<file path="src/rtl/spx_pkg.sv">
package spx_pkg;
  localparam int ADDR_W = 6;

  localparam logic [ADDR_W-1:0] A_RXD  = 6'h00;
  localparam logic [ADDR_W-1:0] A_TXD  = 6'h04;
  localparam logic [ADDR_W-1:0] A_CTL  = 6'h08;
  localparam logic [ADDR_W-1:0] A_BCNT = 6'h20;
  localparam logic [ADDR_W-1:0] A_TCNT = 6'h24;
  localparam logic [ADDR_W-1:0] A_STAT = 6'h28;

  localparam int B_EN    = 0;
  localparam int B_MST   = 1;
  localparam int B_CPHA  = 2;
  localparam int B_CPOL  = 3;
  localparam int B_CSAL  = 4;
  localparam int B_TXRST = 8;
  localparam int B_RXRST = 9;
  localparam int B_XCH   = 10;
  localparam int B_SEL0  = 12;
  localparam int B_MAN   = 16;
  localparam int B_LVL   = 17;

  typedef enum logic [1:0] {
    EN_IDLE  = 2'd0,
    EN_LOAD  = 2'd1,
    EN_SHIFT = 2'd2
  } eng_state_e;
endpackage

</file>
<file path="src/rtl/spx_byte_fifo.sv">
module spx_byte_fifo #(
  parameter int DEPTH = 64,
  parameter int W     = 8,
  localparam int PTR_W = $clog2(DEPTH),
  localparam int LVL_W = PTR_W + 1
) (
  input  logic             clk,
  input  logic             rst_n,
  input  logic             clr,
  input  logic             push,
  input  logic [W-1:0]     din,
  input  logic             pop,
  output logic [W-1:0]     dout,
  output logic [LVL_W-1:0] level,
  output logic             empty,
  output logic             full
);
  logic [W-1:0]     mem [DEPTH];
  logic [PTR_W-1:0] wptr_q, wptr_d, rptr_q, rptr_d;
  logic [LVL_W-1:0] lvl_q, lvl_d;
  logic             do_push, do_pop;

  assign empty   = (lvl_q == '0);
  assign full    = (lvl_q == LVL_W'(DEPTH));
  assign do_push = push && !full && !clr;
  assign do_pop  = pop && !empty && !clr;
  assign dout    = empty ? '0 : mem[rptr_q];
  assign level   = lvl_q;

  always_comb begin
    wptr_d = wptr_q;
    rptr_d = rptr_q;
    lvl_d  = lvl_q;
    if (clr) begin
      wptr_d = '0;
      rptr_d = '0;
      lvl_d  = '0;
    end else begin
      if (do_push) wptr_d = wptr_q + 1'b1;
      if (do_pop)  rptr_d = rptr_q + 1'b1;
      case ({do_push, do_pop})
        2'b10:   lvl_d = lvl_q + 1'b1;
        2'b01:   lvl_d = lvl_q - 1'b1;
        default: lvl_d = lvl_q;
      endcase
    end
  end

  always_ff @(posedge clk or negedge rst_n) begin
    if (!rst_n) begin
      wptr_q <= '0;
      rptr_q <= '0;
      lvl_q  <= '0;
    end else begin
      wptr_q <= wptr_d;
      rptr_q <= rptr_d;
      lvl_q  <= lvl_d;
    end
  end

  always_ff @(posedge clk) begin
    if (do_push) mem[wptr_q] <= din;
  end

  assert_no_overflow_R2: assert property (@(posedge clk) disable iff (!rst_n)
    lvl_q <= LVL_W'(DEPTH));

  assert_pop_empty_R3: assert property (@(posedge clk) disable iff (!rst_n)
    (pop && empty && !push) |=> empty);
endmodule

</file>
<file path="src/rtl/spx_shifter.sv">
module spx_shifter
  import spx_pkg::*;
#(
  parameter int CNT_W = 24
) (
  input  logic             clk,
  input  logic             rst_n,
  input  logic             tick,
  input  logic             start,
  input  logic [CNT_W-1:0] burst_len,
  input  logic [CNT_W-1:0] tx_len,
  input  logic             cpol,
  input  logic             cpha,
  input  logic [7:0]       tx_data,
  input  logic             tx_empty,
  input  logic             miso,
  output logic             busy,
  output logic             tx_pop,
  output logic             rx_push,
  output logic [7:0]       rx_byte,
  output logic             sclk,
  output logic             mosi
);
  eng_state_e       st_q, st_d;
  logic [CNT_W-1:0] left_q, left_d, txl_q, txl_d;
  logic [7:0]       sh_q, sh_d, rx_q, rx_d, ld_byte, rx_full;
  logic [2:0]       bit_q, bit_d;
  logic             half_q, half_d, mosi_q, mosi_d;

  assign busy    = (st_q != EN_IDLE);
  assign sclk    = cpol ^ half_q;
  assign mosi    = mosi_q;
  assign rx_full = cpha ? {rx_q[6:0], miso} : rx_q;
  assign ld_byte = (txl_q != '0 && !tx_empty) ? tx_data : 8'h00;

  always_comb begin
    st_d    = st_q;
    left_d  = left_q;
    txl_d   = txl_q;
    sh_d    = sh_q;
    rx_d    = rx_q;
    bit_d   = bit_q;
    half_d  = half_q;
    mosi_d  = mosi_q;
    tx_pop  = 1'b0;
    rx_push = 1'b0;
    rx_byte = rx_full;
    case (st_q)
      EN_IDLE: begin
        if (start && burst_len != '0) begin
          left_d = burst_len;
          txl_d  = tx_len;
          st_d   = EN_LOAD;
        end
      end
      EN_LOAD: begin
        tx_pop = (txl_q != '0) && !tx_empty;
        if (txl_q != '0) txl_d = txl_q - 1'b1;
        if (cpha) begin
          sh_d = ld_byte;
        end else begin
          mosi_d = ld_byte[7];
          sh_d   = {ld_byte[6:0], 1'b0};
        end
        bit_d  = '0;
        half_d = 1'b0;
        st_d   = EN_SHIFT;
      end
      EN_SHIFT: begin
        if (tick) begin
          if (!half_q) begin
            half_d = 1'b1;
            if (!cpha) begin
              rx_d = {rx_q[6:0], miso};
            end else begin
              mosi_d = sh_q[7];
              sh_d   = {sh_q[6:0], 1'b0};
            end
          end else begin
            half_d = 1'b0;
            rx_d   = rx_full;
            if (bit_q == 3'd7) begin
              rx_push = 1'b1;
              left_d  = left_q - 1'b1;
              st_d    = (left_q == CNT_W'(1)) ? EN_IDLE : EN_LOAD;
            end else begin
              bit_d = bit_q + 1'b1;
              if (!cpha) begin
                mosi_d = sh_q[7];
                sh_d   = {sh_q[6:0], 1'b0};
              end
            end
          end
        end
      end
      default: st_d = EN_IDLE;
    endcase
  end

  always_ff @(posedge clk or negedge rst_n) begin
    if (!rst_n) begin
      st_q   <= EN_IDLE;
      left_q <= '0;
      txl_q  <= '0;
      sh_q   <= '0;
      rx_q   <= '0;
      bit_q  <= '0;
      half_q <= 1'b0;
      mosi_q <= 1'b0;
    end else begin
      st_q   <= st_d;
      left_q <= left_d;
      txl_q  <= txl_d;
      sh_q   <= sh_d;
      rx_q   <= rx_d;
      bit_q  <= bit_d;
      half_q <= half_d;
      mosi_q <= mosi_d;
    end
  end

  assert_sclk_idle_R8: assert property (@(posedge clk) disable iff (!rst_n)
    !busy |-> (sclk == cpol));

  assert_bit_on_tick_R8: assert property (@(posedge clk) disable iff (!rst_n)
    (st_q == EN_SHIFT && !tick) |=> $stable(bit_q));
endmodule

</file>
<file path="src/rtl/spx_master_top.sv">
module spx_master_top
  import spx_pkg::*;
#(
  parameter int FIFO_DEPTH = 64,
  parameter int CNT_W      = 24,
  parameter int NCS        = 2,
  localparam int LVL_W     = $clog2(FIFO_DEPTH) + 1,
  localparam int PAD_W     = 16 - LVL_W
) (
  input  logic              clk,
  input  logic              rst_n,
  input  logic              sclk_en,
  input  logic              miso,
  input  logic [ADDR_W-1:0] bus_addr,
  input  logic              bus_wr,
  input  logic              bus_rd,
  input  logic [31:0]       bus_wdata,
  output logic [31:0]       bus_rdata,
  output logic              sclk,
  output logic              mosi,
  output logic [NCS-1:0]    cs_o
);
  logic rst_meta_q, rst_sync_q;

  always_ff @(posedge clk or negedge rst_n) begin
    if (!rst_n) begin
      rst_meta_q <= 1'b0;
      rst_sync_q <= 1'b0;
    end else begin
      rst_meta_q <= 1'b1;
      rst_sync_q <= rst_meta_q;
    end
  end

  logic             en_q, mst_q, cpha_q, cpol_q, csal_q, man_q, lvl_q;
  logic [1:0]       sel_q;
  logic             txrst_q, rxrst_q;
  logic [CNT_W-1:0] bcnt_q, tcnt_q;
  logic             wr_ctl, start, busy;
  logic             tx_pop, rx_push, tx_empty, rx_empty;
  logic             tx_full, rx_full;
  logic [7:0]       tx_head, rx_head, rx_byte;
  logic [LVL_W-1:0] tx_lvl, rx_lvl;

  assign wr_ctl = bus_wr && (bus_addr == A_CTL);
  assign start  = wr_ctl && bus_wdata[B_XCH] && bus_wdata[B_EN]
                  && bus_wdata[B_MST] && !busy;

  always_ff @(posedge clk or negedge rst_sync_q) begin
    if (!rst_sync_q) begin
      en_q    <= 1'b0;
      mst_q   <= 1'b0;
      cpha_q  <= 1'b0;
      cpol_q  <= 1'b0;
      csal_q  <= 1'b0;
      man_q   <= 1'b0;
      lvl_q   <= 1'b0;
      sel_q   <= '0;
      txrst_q <= 1'b0;
      rxrst_q <= 1'b0;
      bcnt_q  <= '0;
      tcnt_q  <= '0;
    end else begin
      txrst_q <= wr_ctl && bus_wdata[B_TXRST];
      rxrst_q <= wr_ctl && bus_wdata[B_RXRST];
      if (wr_ctl) begin
        en_q   <= bus_wdata[B_EN];
        mst_q  <= bus_wdata[B_MST];
        cpha_q <= bus_wdata[B_CPHA];
        cpol_q <= bus_wdata[B_CPOL];
        csal_q <= bus_wdata[B_CSAL];
        sel_q  <= bus_wdata[B_SEL0+1:B_SEL0];
        man_q  <= bus_wdata[B_MAN];
        lvl_q  <= bus_wdata[B_LVL];
      end
      if (bus_wr && bus_addr == A_BCNT) bcnt_q <= bus_wdata[CNT_W-1:0];
      if (bus_wr && bus_addr == A_TCNT) tcnt_q <= bus_wdata[CNT_W-1:0];
    end
  end

  spx_byte_fifo #(.DEPTH(FIFO_DEPTH), .W(8)) u_txf (
    .clk(clk), .rst_n(rst_sync_q), .clr(txrst_q),
    .push(bus_wr && bus_addr == A_TXD), .din(bus_wdata[7:0]),
    .pop(tx_pop), .dout(tx_head), .level(tx_lvl),
    .empty(tx_empty), .full(tx_full)
  );

  spx_byte_fifo #(.DEPTH(FIFO_DEPTH), .W(8)) u_rxf (
    .clk(clk), .rst_n(rst_sync_q), .clr(rxrst_q),
    .push(rx_push), .din(rx_byte),
    .pop(bus_rd && bus_addr == A_RXD), .dout(rx_head), .level(rx_lvl),
    .empty(rx_empty), .full(rx_full)
  );

  spx_shifter #(.CNT_W(CNT_W)) u_eng (
    .clk(clk), .rst_n(rst_sync_q), .tick(sclk_en), .start(start),
    .burst_len(bcnt_q), .tx_len(tcnt_q), .cpol(cpol_q), .cpha(cpha_q),
    .tx_data(tx_head), .tx_empty(tx_empty), .miso(miso),
    .busy(busy), .tx_pop(tx_pop), .rx_push(rx_push), .rx_byte(rx_byte),
    .sclk(sclk), .mosi(mosi)
  );

  generate
    for (genvar g = 0; g < NCS; g++) begin : g_cs
      logic chosen;
      assign chosen = (sel_q == 2'(g));
      always_comb begin
        if (chosen && man_q)      cs_o[g] = lvl_q;
        else if (chosen && busy)  cs_o[g] = !csal_q;
        else                      cs_o[g] = csal_q;
      end
    end
  endgenerate

  always_comb begin
    bus_rdata = '0;
    case (bus_addr)
      A_RXD:  bus_rdata = {24'h0, rx_head};
      A_CTL: begin
        bus_rdata[B_EN]    = en_q;
        bus_rdata[B_MST]   = mst_q;
        bus_rdata[B_CPHA]  = cpha_q;
        bus_rdata[B_CPOL]  = cpol_q;
        bus_rdata[B_CSAL]  = csal_q;
        bus_rdata[B_TXRST] = txrst_q;
        bus_rdata[B_RXRST] = rxrst_q;
        bus_rdata[B_XCH]   = busy;
        bus_rdata[B_SEL0+1:B_SEL0] = sel_q;
        bus_rdata[B_MAN]   = man_q;
        bus_rdata[B_LVL]   = lvl_q;
      end
      A_BCNT: bus_rdata = 32'(bcnt_q);
      A_TCNT: bus_rdata = 32'(tcnt_q);
      A_STAT: bus_rdata = {{PAD_W{1'b0}}, tx_lvl, {PAD_W{1'b0}}, rx_lvl};
      default: bus_rdata = '0;
    endcase
  end

  assert_xch_clears_R6: assert property (@(posedge clk) disable iff (!rst_sync_q)
    $fell(busy) |-> $past(rx_push));

  assert_start_by_write_R5: assert property (@(posedge clk) disable iff (!rst_sync_q)
    $rose(busy) |-> $past(bus_wr));
endmodule

</file>
<file path="config.mk">
export PLATFORM = sky130hd
export DESIGN_NAME = spx_master_top
export DESIGN_NICKNAME = d
export VERILOG_FILES = /design/src/rtl/spx_pkg.sv /design/src/rtl/spx_byte_fifo.sv /design/src/rtl/spx_shifter.sv /design/src/rtl/spx_master_top.sv
export SDC_FILE = /design/constraint.sdc
export NUM_CORES = 1
export LEC_CHECK = 0
export ABC_AREA = 1
export BUFFER_PORTS_ARGS = -buffer_cell sky130_fd_sc_hd__buf_2
export CAP_MARGIN = 40
export CORE_ASPECT_RATIO = 2
export CORE_MARGIN = 2
export CORE_UTILIZATION = 52
export CTS_CLUSTER_SIZE = 25
export DETAILED_ROUTE_END_ITERATION = 6
export PLACE_DENSITY = 0.68
export SLEW_MARGIN = 20
export SYNTH_ARGS = -nofsm -noshare
export SYNTH_HDL_FRONTEND = slang
export SYNTH_SLANG_ARGS = --single-unit
</file>
<file path="constraint.sdc">
create_clock -name clk -period 14.08 [get_ports clk]
set_input_delay 2.816 -clock clk [delete_from_list [all_inputs] [get_ports clk]]
set_output_delay 2.816 -clock clk [all_outputs]
set_load 0.01 [all_outputs]
</file>
==> results of run 1 <==
## cells in the mapped netlist, types with 23 or more instances
cell	count
or2_2	53
o221ai_1	103
a21oi_1	62
clkbuf_1	125
o211ai_1	52
nand2_1	774
ha_1	23
o21ai_0	500
inv_1	404
edfxtp_1	1024
dfrtp_1	170
o22ai_1	50
o21ai_1	33
nand3_1	481
nor3_1	33
nor2_1	602
buf_2	108
## power by group through the flow
stage	clock (mW)	combinational, mW	sequential, mW
2_1_floorplan	0	1.81	4.33
3_3_place_gp	0	2.48	4.40
3_5_place_dp	0	2.56	4.41
4_1_cts	2.98	2.57	4.33
5_1_grt	3.10	2.86	4.35
6_report	2.94	2.60	4.34
## worst min-delay path by stage
| stage | start | to | slack (ps) | cells past startpoint |
|---|---|---|---|---|
| 2_1_floorplan | rst_meta_q$_DFF_PN0_ | rst_sync_q$_DFF_PN0_ | 330 | 0 |
| 3_3_place_gp | rst_sync_q$_DFF_PN0_ | u_txf.level[4]$_DFFE_PN0P_ | 340 | 0 |
| 3_5_place_dp | rst_sync_q$_DFF_PN0_ | u_txf.level[4]$_DFFE_PN0P_ | 340 | 0 |
| 4_1_cts | rst_sync_q$_DFF_PN0_ | bcnt_q[20]$_DFFE_PN0P_ | 350 | 0 |
| 5_1_grt | rst_meta_q$_DFF_PN0_ | rst_sync_q$_DFF_PN0_ | 360 | 0 |
| 6_report | rst_sync_q$_DFF_PN0_ | u_txf.level[4]$_DFFE_PN0P_ | 320 | 0 |
## routing by layer
metal / routed length (um) / global-route usage
met1: 45400 / 0.274
met2: 73700 / 0.491
met3: 7400 / 0.0374
met4: 10900 / 0.197
met5: 14 / 0
## cell type report
class                           instances  area (um2)
Timing Repair Buffer                  141        1120
Inverter                              423        1600
Sequential cell                      1194       35000
Clock inverter                         54         639
Tap cell                             1320        1650
Clock buffer                          138        2830
Multi-Input combinational cell       2897       14100
Fill cell                            8261       41800
Antenna cell                            4        10.0
## cell families (layout without fill, tap and decap cells)
| group | after synthesis | after routing | synth area share |
|---|---|---|---|
| other cells | 2 | 13 | 0.000145 |
| fa+ha+maj | 25 | 25 | 0.00633 |
| xor+xnor | 30 | 30 | 0.00507 |
| flops | 1194 | 1194 | 0.675 |
| simple gates | 1998 | 1998 | 0.164 |
| buf+inv | 696 | 756 | 0.0550 |
| compound gates | 832 | 832 | 0.0934 |
| mux | 3 | 3 | 0.000580 |
## state kept, by name, summed over array words and instances (netlist names), 3 cells and up
name,flops
u_eng.sh_q,8
bcnt_q,24
u_txf.wptr_q,6
u_rxf.mem,512
tcnt_q,24
u_eng.bit_q,3
u_txf.mem,512
u_rxf.level,7
u_rxf.wptr_q,6
u_txf.rptr_q,6
u_txf.level,7
u_eng.rx_q,8
u_eng.left_q,24
u_rxf.rptr_q,6
u_eng.txl_q,24
## per-stage QoR
stage | setup slack [ps] | utilization | hold WS (ps) | power, mW
5_1_grt | 5760 | 0.577 | 363 | 10.3
3_5_place_dp | 5900 | 0.539 | 336 | 6.96
2_1_floorplan | 7330 | - | 331 | 6.14
3_3_place_gp | 5910 | 0.537 | 338 | 6.89
4_1_cts | 5900 | 0.574 | 349 | 9.88
6_report | 5870 | 0.577 | 317 | 9.88
## critical path, delay by kind of cell
family,cells,cell delay (ps)
buffers and inverters,4,860
AND/OR/NAND/NOR,5,1070
AO/OA/AOI/OAI,2,630
==> out/metrics.yaml, run 1 <==
status:
  outcome: "finished clean"
detailed_routing:
  drc: 0
  drt-initial-drc-count: 3221
  drt-vias-per-instance: 5.71
  drt_first_pass_iters: 7
  via_count: 35200
  antenna_left: 0
  wl_mm: 137
  routedWlPerCell_um: 22.3
logic_synthesis:
  synth_enable_flop_cells: 1024
  ys.flop_type: "edfxtp_1"
  syn_avg_cell_area_um2: 10.8
  ys_seq_area_frac: 0.675
  synth_async_sr_flop_share: 0.142
  yosysUniqueCellTypes: 55
  syn-instance-count: 4780
  synth.top_cell.area_share: 0.593
  synth_area_leader_cell: "edfxtp_1"
  synth_warnings: 0
  syn-cell-area_um2: 51800
  ys_top_cells_by_area: "edfxtp_1, dfrtp_1, nand2_1, o21ai_0, nand3_1"
  yosys_register_bits: 1194
worst_hold_path:
  hp-class: "reg2async"
worst_setup_path:
  worst_ep_arrival_time_ps: 5390
  critPathMaxStageDelay_ps: 540
  slowest_stage: "a221oi_1"
  startpoint_type: "primary input"
  r2r_setup_slack_ps: 10210
  cpMostUsedCell: "nand2_1"
  cp.required_ps: 11260
  path_max_fanout: 13
  endpoint: "bus_rdata[0]"
  startpoint: "bus_addr[3]"
  cp-end-kind: "primary output"
  path_class: "in2out"
  path_cells: "buf_2, inv_1, nand2_1, nor2_1, nand2_1, inv_1, nand2_1, o21ai_0, a221oi_1, nand2_1, buf_2"
  reg2reg_depth: 22
  reg2reg_from: "u_eng.txl_q[0]$_DFFE_PN0P_"
  r2r_end: "u_txf.level[6]$_DFFE_PN0P_"
clock_tree:
  tritoncts: "done"
  numCtsBuffers: 102
  htreeDepth: 3
  clk_path_buf_depth: 3
  postCtsSetupRepairBufs: 0
  cts_resized: 0
  postCtsHoldBufs: 0
  clk_pin_slew_ps: 70
  clkSinkCount: 1194
  root_buffer: "clkbuf_16"
  clkLatencyLatePin_ps: 720
timing:
  hold_violations: 0
  setup_viol: 0
  skew_ps: 42.1
  setup_tns_ps: 0
  rsz0062_at_grt: "false"
  min_period_ps: 8210
  tightest_slew_ps: 943
  finalCritPeriodShare: 0.583
  relSlewSlack: 0.369
  max_freq_ghz: 0.122
  finalMaxSlewViolations: 0
job:
  drv_cap: 0
floorplan:
  row_count: 163
  core_area_um2: 98700
  io_pins: 80
  initial_core_util: 0.525
  die_height_um: 450
  dieArea_um2: 102000
  die_width_um: 227
power:
  pwr_density_cell_nw_per_um2: 174
  seqPwrFrac: 0.439
  power_frac_clock: 0.298
  p_leak_nw: 21.4
  switchingPower_mw: 3.33
  p_int_mw: 6.55
  peakVddDrop_mv: 0.128
  combPwrFrac: 0.263
  p_sw_frac: 0.337
grt:
  grt_pass1_vias: 34900
  overflow: 0
  grt_max_degree: 89
  antenna_found_initial: 4
  grt_usage: 0.269
  grt_pass1_wl_mm: 204
placed_design:
  gp_congestion: 0.935
  dpl.cell_count: 5956
  dpl_cell_area_um2: 53200
  io_buffer_count: 63
  dpl.hpwl_mm: 89.1
finish:
  final_nets: 4828
  instances_no_fill: 6171
  drive_above_1_share: 0.0854
  layout_commonest_cell: "edfxtp_1"
  area_growth_pct: 9.86
  design_area_um2: 56900
  final_cell_mix: "edfxtp_1, nand2_1, nor2_1"
(Power assumes the default switching activity.)
==> inputs of run 2 (changes only) <==
PLACE_DENSITY = 0.7   (was 0.68)
clock period = 7.2 ns   (was 14.08 ns; I/O delays follow)
==> run 2 against run 1 <==
Utilization is 0.16 points lower. Clock-buffer cell count is 20 lower. First-iteration DRC count up 6.5%. Sequential cell count unchanged. Via count rose by 1.8%.
==> out/metrics.yaml, run 2 (synthesized netlist as in run 1, its figures left out) <==
status:
  outcome: "finished clean"  # unchanged
worst_setup_path:
  path_max_fanout: 84  # was 13
  cp.required_ps: 5760  # was 11260 ps
  path_cells: "clkinv_2, buf_12, o21ai_0, o22ai_1, o21ai_0, o211ai_1, nand3_1, nand2_1, nand2_1, nand2_1, buf_2"  # was buf_2, inv_1, nand2_1, nor2_1, nand2_1, inv_1, nand2_1, o21ai_0, a221oi_1, nand2_1, buf_2
  cp-end-kind: "primary output"  # unchanged
  critPathTopFamily: "buffers and inverters"  # was simple AND/OR/NAND/NOR gates
  r2r_setup_slack_ps: 3320  # was 10210 ps
  path_class: "reg2out"  # was in2out
  crit_buf_inv: 3  # was 4
  cpMostUsedCell: "nand2_1"  # unchanged
  critPathMaxStageDelay_ps: 850  # was 540 ps
  worst_ep_arrival_time_ps: 4390  # was 5390 ps
  startpoint_type: "flop"  # was primary input
  slowest_stage: "dfrtp_4"  # was a221oi_1
power:
  pwr_density_cell_nw_per_um2: 338  # was 174 nW/um2
  peakVddDrop_mv: 0.299  # was 0.128 mV
  total_power_mw: 19.2  # was 9.88 mW
  seqPwrFrac: 0.442  # was 0.439
  power_frac_clock: 0.293  # was 0.298
  combPwrFrac: 0.265  # was 0.263
  p_sw_frac: 0.340  # was 0.337
  p_leak_nw: 21.3  # was 21.4 nW
  switchingPower_mw: 6.53  # was 3.33 mW
  p_int_mw: 12.7  # was 6.55 mW
clock_tree:
  postCtsHoldBufs: 0  # unchanged
  numCtsBuffers: 101  # was 102
  postCtsSetupRepairBufs: 0  # unchanged
  htreeDepth: 3  # unchanged
  tritoncts: "done"  # unchanged
  root_buffer: "clkbuf_16"  # unchanged
  clk_path_buf_depth: 3  # unchanged
  clkSinkCount: 1194  # unchanged
  clkLatencyLatePin_ps: 730  # was 720 ps
  clk_pin_slew_ps: 70  # about the same
  cts_resized: 0  # unchanged
detailed_routing:
  wl_mm: 139  # was 137 mm
  drc: 0  # unchanged
  drt-initial-drc-count: 3429  # was 3221
  drt-vias-per-instance: 5.81  # was 5.71
  routedWlPerCell_um: 22.6  # was 22.3 um
  antenna_left: 0  # unchanged
  drt_first_pass_iters: 6  # was 7
  via_count: 35800  # was 35200
grt:
  grt_pass1_wl_mm: 208  # was 204 mm
  grt_pass1_vias: 35200  # was 34900
  overflow: 0  # unchanged
  antenna_found_initial: 1  # was 4
  grt_usage: 0.274  # was 0.269
  grt_max_degree: 175  # was 89
finish:
  drive_above_1_share: 0.0831  # was 0.0854
  final_nets: 4833  # was 4828
  area_growth_pct: 9.56  # was 9.86%
  largest_registers: "u_rxf.mem: 512 flops, u_txf.mem: 512 flops"  # unchanged
  layout_commonest_cell: "edfxtp_1"  # unchanged
  final_cell_mix: "edfxtp_1, nand2_1, nor2_1"  # unchanged
timing:
  setup_tns_ps: 0  # unchanged
  finalMaxSlewViolations: 0  # unchanged
  finalCritPeriodShare: 0.810
  setup_viol: 0  # unchanged
  relSlewSlack: 0.400  # was 0.369
  max_freq_ghz: 0.172
  tightest_slew_ps: 898  # was 943 ps
  whs_ps: 105  # was 317 ps
  hold_violations: 0  # unchanged
  rsz0062_at_grt: "false"  # unchanged
  min_period_ps: 5830
  skew_ps: 38.2  # was 42.1 ps
floorplan:
  die_height_um: 450  # unchanged
  core_area_um2: 98700  # unchanged
  die_width_um: 227  # unchanged
  io_pins: 80  # unchanged
  initial_core_util: 0.525  # unchanged
  dieArea_um2: 102000  # unchanged
  row_count: 163  # unchanged
placed_design:
  dpl.hpwl_mm: 89.9  # was 89.1 mm
  gp_congestion: 0.963  # was 0.935
  io_buffer_count: 63  # unchanged
job:
  drv_cap: 0  # unchanged
worst_hold_path:
  hp-class: "reg2async"  # unchanged
[run 2: cell count changes in the layout (fill, tap and decap cells not counted), moves of 5 or more]
| cell | previous run | this run |
|---|---|---|
| clkinv_1 | 11 | 38 |
| clkbuf_1 | 26 | 14 |
| buf_4 | 62 | 73 |
| clkinv_2 | 21 | 12 |
| clkbuf_8 | 6 | 0 |
| buf_16 | 9 | 4 |
[run 2: cell type report]
| type | instances | area [um2] |
|---|---|---|
| fillers | 8253 | 41900 |
| inverters | 423 | 1600 |
| repair buffers | 147 | 1100 |
| diodes | 1 | 2.50 |
| clock buffers | 118 | 2660 |
| multi-input cells | 2897 | 14100 |
| flip-flops and latches | 1194 | 35000 |
| well taps | 1320 | 1650 |
| clock inverters | 72 | 692 |
[run 2: final timing paths]
| kind | start | cells after the start | endpoint |
|---|---|---|---|
| hold reg to reg | rst_sync_q$_DFF_PN0_ | 0 | u_txf.level[3]$_DFFE_PN0P_ |
| hold / removal | rst_sync_q$_DFF_PN0_ | 0 | u_txf.level[3]$_DFFE_PN0P_ |
| setup / recovery | u_rxf.rptr_q[1]$_DFFE_PN0P_ | 11 | bus_rdata[0] |
| max in group asynchronous | rst_sync_q$_DFF_PN0_ | 2 | u_rxf.rptr_q[1]$_DFFE_PN0P_ |
| min in group clk | rst_meta_q$_DFF_PN0_ | 0 | rst_sync_q$_DFF_PN0_ |
| setup reg to reg | u_eng.txl_q[0]$_DFFE_PN0P_ | 22 | u_txf.level[6]$_DFFE_PN0P_ |
[run 2: power groups by stage]
stage                     registers [mW]  clock network, mW  logic (mW)
after floorplan                     8.47                  0        3.54
after global placement              8.62                  0        4.85
after detailed placement            8.63                  0        4.98
after CTS                           8.48               5.67        5.01
after global routing                8.51               5.91        5.57
final                               8.49               5.62        5.08
[run 2: worst reg2reg max path: stages, from the launching register on]
cell     delay [ps]
dfrtp_1         350
inv_1            70
ha_1            210
nand2_1         130
nor2_2           60
nand2_2         130
nor2_2           60
nand3_1         140
nand2_1         150
inv_2           260
nand2_2         140
nor2_1          650
ha_1            420
nand3_1         110
nand3_1         100
a21o_1          170
a21oi_1         180
inv_1            60
nand2_1          50
nand2_1          60
xnor2_1         120
nand2_1          90
o21ai_0          70
[run 2: through the flow]
stage,utilization,std cells,setup WS (ps),instance area [um2]
after floorplan,-,4787,2110,51800
after global placement,0.537,5944,1820,53000
after detailed placement,0.539,5962,1820,53200
after CTS,0.573,6152,1340,56600
after global routing,0.575,6172,1280,56800
final,0.575,6172,1370,56800
[run 2: layer usage]
layer  global-route usage  wire length, um
met1                0.281            45200
met2                0.496            73900
met3               0.0376             8110
met4                0.210            12100
met5                    0                0
